==> src/rtl/sop_array.sv <==
module sop_array #(
  parameter int N_IN   = 3,
  parameter int N_TERM = 8,
  parameter int N_OUT  = 2
) (
  input  logic              cfg_clk,
  input  logic              rst_n,
  input  logic              cfg_en,
  input  logic              cfg_din,
  input  logic [1:0]        plane_mode,
  input  logic [N_IN-1:0]   in_vec,
  output logic [N_OUT-1:0]  out_vec
);
  localparam int LIT   = 2 * N_IN;
  localparam int AND_W = N_TERM * LIT;
  localparam int OR_W  = N_TERM * N_OUT;
  localparam int CFG_W = AND_W + OR_W + N_OUT;
  localparam int N_MIN = 1 << N_IN;

  logic [CFG_W-1:0]  cfg;
  logic [LIT-1:0]    lit;
  logic [N_TERM-1:0] term;
  logic              fix_or, fix_and;

  assign fix_or  = (plane_mode == 2'b01);
  assign fix_and = (plane_mode == 2'b10);

  always_ff @(posedge cfg_clk or negedge rst_n)
    if (!rst_n)      cfg <= '0;
    else if (cfg_en) cfg <= {cfg[CFG_W-2:0], cfg_din};


  cfg_hold_chk: assert property (@(posedge cfg_clk) disable iff (!rst_n)
    !cfg_en |=> $stable(cfg));

  for (genvar i = 0; i < N_IN; i++) begin : g_lit
    assign lit[2*i]   = in_vec[i];
    assign lit[2*i+1] = ~in_vec[i];
  end

  for (genvar p = 0; p < N_TERM; p++) begin : g_term
    logic [LIT-1:0] mask;
    logic           dec;
    for (genvar l = 0; l < LIT; l++) begin : g_m
      assign mask[l] = cfg[CFG_W-1-(p*LIT+l)];
    end
    if (p < N_MIN) begin : g_dec
      assign dec = (in_vec == N_IN'(p));
    end else begin : g_nodec
      assign dec = 1'b0;
    end
    assign term[p] = fix_and ? dec : &(lit | ~mask);


    full_mask_zero_chk: assert property (@(posedge cfg_clk) disable iff (!rst_n)
      (!fix_and && (&mask)) |-> !term[p]);
  end


  decoder_onehot_chk: assert property (@(posedge cfg_clk) disable iff (!rst_n)
    fix_and |-> $onehot0(term));

  for (genvar j = 0; j < N_OUT; j++) begin : g_out
    logic [N_TERM-1:0] usr, sel;
    logic              pol;
    for (genvar p = 0; p < N_TERM; p++) begin : g_s
      assign usr[p] = cfg[CFG_W-1-(AND_W+p*N_OUT+j)];
      assign sel[p] = fix_or ? ((p % N_OUT) == j) : usr[p];
    end
    assign pol        = cfg[N_OUT-1-j];
    assign out_vec[j] = cfg_en ? 1'b0 : ((|(term & sel)) ^ pol);


    empty_or_chk: assert property (@(posedge cfg_clk) disable iff (!rst_n)
      (!cfg_en && !fix_or && (usr == '0)) |-> (out_vec[j] == pol));
  end


  load_quiet_chk: assert property (@(posedge cfg_clk) disable iff (!rst_n)
    cfg_en |-> (out_vec == '0));
endmodule

==> config.mk <==
export PLATFORM = sky130hd
export DESIGN_NAME = sop_array
export DESIGN_NICKNAME = d
export VERILOG_FILES = /design/src/rtl/sop_array.sv
export SDC_FILE = /design/constraint.sdc
export NUM_CORES = 1
export LEC_CHECK = 0
export BUFFER_PORTS_ARGS = -buffer_cell sky130_fd_sc_hd__buf_2
export CAP_MARGIN = 20
export CORE_ASPECT_RATIO = 1.2
export CORE_UTILIZATION = 60
export DETAILED_ROUTE_END_ITERATION = 8
export GPL_TIMING_DRIVEN = 0
export PLACE_DENSITY = 0.8
export RECOVER_POWER = 100
export SETUP_SLACK_MARGIN = 0.3
export SLEW_MARGIN = 0
export SYNTH_ARGS = -nofsm -noshare
export SYNTH_HDL_FRONTEND = slang
export SYNTH_SLANG_ARGS = --single-unit
==> constraint.sdc <==
create_clock -name cfg_clk -period 1.7 [get_ports cfg_clk]
set_input_delay 0.17 -clock cfg_clk [delete_from_list [all_inputs] [get_ports cfg_clk]]
set_output_delay 0.17 -clock cfg_clk [all_outputs]
set_load 0.02 [all_outputs]
==> results.py <==
metrics = {
    "run_status": {
        "outcome": "complete, but fails checks",
        "violations": "setup timing",
    },
    "die": {
        "coreArea_mm2": 0.00504,
        "initial_utilization_pct": 63.8,
        "die_y_um": 82.2,
        "die_width_um": 68.9,
        "rows": 28,
        "die-area_mm2": 0.00566,
        "num_io_pins": 11,
    },
    "sta": {
        "rsz0062_at_grt": "true",
        "layout_setup_ws_ns": -0.575,
        "tightestPinTransition_ns": 0.755,
        "max_freq_ghz": 0.440,
        "setup_tns_ns": -1.02,
        "fin_worst_skew_ns": 0.00844,
        "relSlewSlack_pct": 49.6,
        "hold_viol_final": 0,
        "fin_crit_sh_pct": 134,
        "slew_violations": 0,
        "period_minus_slack_ns": 2.28,
        "setup_viol": 2,
    },
    "layout": {
        "n_fill_cell": 350,
        "mostFrequentLayoutCells": "dfrtp_1, mux2_2, mux2i_1",
        "largest_register": "cfg",
        "largest_reg_flops": 66,
        "final_common_cell": "dfrtp_1",
        "nets": 290,
        "syn_to_final_growth_pct": 15.0,
        "reg_top3": "cfg x66",
        "drive_above_1_share_pct": 43.0,
        "diodes": 0,
    },
    "logic_synthesis": {
        "yosysTopAreaCellShare_pct": 51.3,
        "syn-num-nets": 260,
        "ys_top_cells_by_area": "dfrtp_1, mux2_2, mux2i_1",
        "ys_ff_latch": 66,
        "yosysWarningCount": 0,
        "ys.flop_type": "dfrtp_1",
        "synthCells": 251,
        "synth_edf_count": 0,
        "seq_area_frac_synth_pct": 51.3,
        "yosys.area.top_type": "dfrtp_1",
        "syn-cell-area_mm2": 0.00322,
        "async_flop_share_pct": 100,
        "syn_area_per_cell_um2": 12.8,
        "ys_types": 38,
    },
    "clock_tree": {
        "root_buffer": "clkbuf_8",
        "cts-buffers-inserted": 9,
        "clockBufferDepth": 2,
        "htree_levels": 3,
        "cts_tree": "done",
        "cts.sinks": 66,
        "path_clk_slew_ns": 0.07,
        "clk_latency_ns": 0.35,
    },
    "route": {
        "drt_pass1_iterations": 6,
        "drt_iter0_markers": 196,
        "avgViaCountPerCell": 6.05,
        "num_vias": 2095,
        "wl_um": 6270,
        "drtAntennaViolNets": 0,
        "drc": 0,
        "wire_per_inst_um": 18.1,
    },
    "critical_path": {
        "cp-endpoint": "out_vec[1]",
        "r2r-start": "cfg[56]",
        "critPathMaxFanout": 2,
        "r2r_slack_ns": 0.70,
        "critPathLaunch": "cfg[10]",
        "r2r_end": "cfg[56]",
        "reg2reg_depth": 3,
        "crit_slowest_cell": "dfrtp_1",
        "critPathRequiredTime_ns": 1.53,
        "cpPeakStageDelay_ns": 0.40,
        "crit_chain": "maj3_2 -> a32oi_2 -> nor4b_4 -> and4_4 -> mux2i_4 -> buf_6",
        "endpoint_kind": "output pin",
        "crit_type": "reg -> out",
        "cp-start-kind": "flop",
        "cp.arrival_ns": 2.11,
    },
    "placement": {
        "dp.final_hpwl_um": 4260,
        "pre_cts_ws_ns": -0.357,
        "globalplace.congestion": 0.848,
        "port_buffers": 6,
    },
    "global_route": {
        "antenna_found_initial": 0,
        "grt_pass1_vias": 2086,
        "grt_max_degree": 37,
        "grt_pass1_wl_um": 10000,
        "grt-ovfl-total": 0,
        "grt_util_all_layers_pct": 25.3,
    },
    "job": {
        "maxCapViolCount": 0,
    },
    "min_path": {
        "hold_class": "in -> reg",
        "hp-start": "cfg_din",
    },
    "power": {
        "peakVddDrop_mv": 0.708,
        "p_per_area_mw_per_mm2": 1290,
        "power.total_mw": 4.79,
        "total_leakage_power_nw": 1.80,
    },
}
per-stage QoR:
| stage | cell area (um^2) | instances | util (%) | hold WS (ns) |
|---|---|---|---|---|
| CTS | 3650 | 341 | 72.4 | 0.0257 |
| finish | 3700 | 346 | 73.4 | 0.0411 |
| floorplan | 3250 | 251 | - | -0.126 |
| detailed placement | 3370 | 318 | 66.9 | 0.256 |
| global route | 3700 | 346 | 73.4 | 0.0387 |
| global placement | 3350 | 317 | 66.5 | 0.378 |
cell usage after synthesis, types with 2 or more instances:
master / n
a21oi_1: 5
a21oi_2: 2
a31oi_1: 2
a32oi_1: 2
and2b_1: 2
buf_6: 5
clkbuf_1: 7
dfrtp_1: 66
inv_1: 4
mux2_2: 60
mux2i_1: 27
nand2_1: 19
nand2b_1: 4
nand3_1: 7
nand4_1: 5
nor2_1: 2
nor2b_1: 2
o21ai_0: 7
o21ai_1: 2
o22ai_1: 2
or2_2: 2
power breakdown:
group          switching, mW  internal, mW  leakage (nW)  total (mW)
combinational          0.589         0.715         0.811        1.30
sequential             0.295          1.97         0.890        2.27
clock                  0.576         0.646        0.0965        1.22
cell families (layout without fill, tap and decap cells):
kind of cell	after synthesis	after routing	synth area share, %
buf+inv	20	55	4.16
fa+ha+maj	1	1	0.350
mux	87	87	29.4
flops	66	66	51.3
compound gates	23	23	4.31
simple gates	54	54	10.5
worst max-delay path: cells and delay by family (launching register included):
family                   cells  cell delay (ns)
AND/OR/NAND/NOR              2             0.52
flip-flops                   1             0.40
adder cells (fa/ha/maj)      1             0.31
multiplexers                 1             0.22
AO/OA/AOI/OAI                1             0.16
buffers and inverters        1             0.13
metal layers:
layer	track usage [%]	up-vias	wire length, um
met5	0	-	0
met4	11.6	0	169
met3	7.14	18	250
met2	40.6	52	3130
met1	31.2	1061	2720
li1	-	964	-
what timing repair did:
action | 4_1_cts | 5_1_grt
pin swaps | 8 | 8
hold endpoints to repair | 30 | 0
hold buffers | 1 | 0
buffers inserted | 6 | 5
endpoints found under the setup margin | 2 | 2
resized for setup | 12 | 4
worst min path at each step:
| stage | endpoint | slack [ns] | depth (start not counted) |
|---|---|---|---|
| after floorplan | cfg[0] | -0.13 | 0 |
| after global placement | cfg[0] | 0.38 | 3 |
| after detailed placement | cfg[13] | 0.26 | 1 |
| after CTS | cfg[0] | 0.03 | 3 |
| after global routing | cfg[0] | 0.04 | 3 |
| final | cfg[0] | 0.04 | 3 |
final cells by class:
cell class | instances | area [um^2] | share of cell area [%]
tap | 60 | 75.1 | 2.03
timing repair buffer | 19 | 143 | 3.85
inverter | 5 | 18.8 | 0.507
clock buffer | 14 | 173 | 4.67
sequential | 66 | 1650 | 44.6
clock inverter | 2 | 10.0 | 0.270
multi-input combinational | 165 | 1510 | 40.9
buffer | 15 | 118 | 3.18
Note: power is estimated with default switching activity, not from simulation.
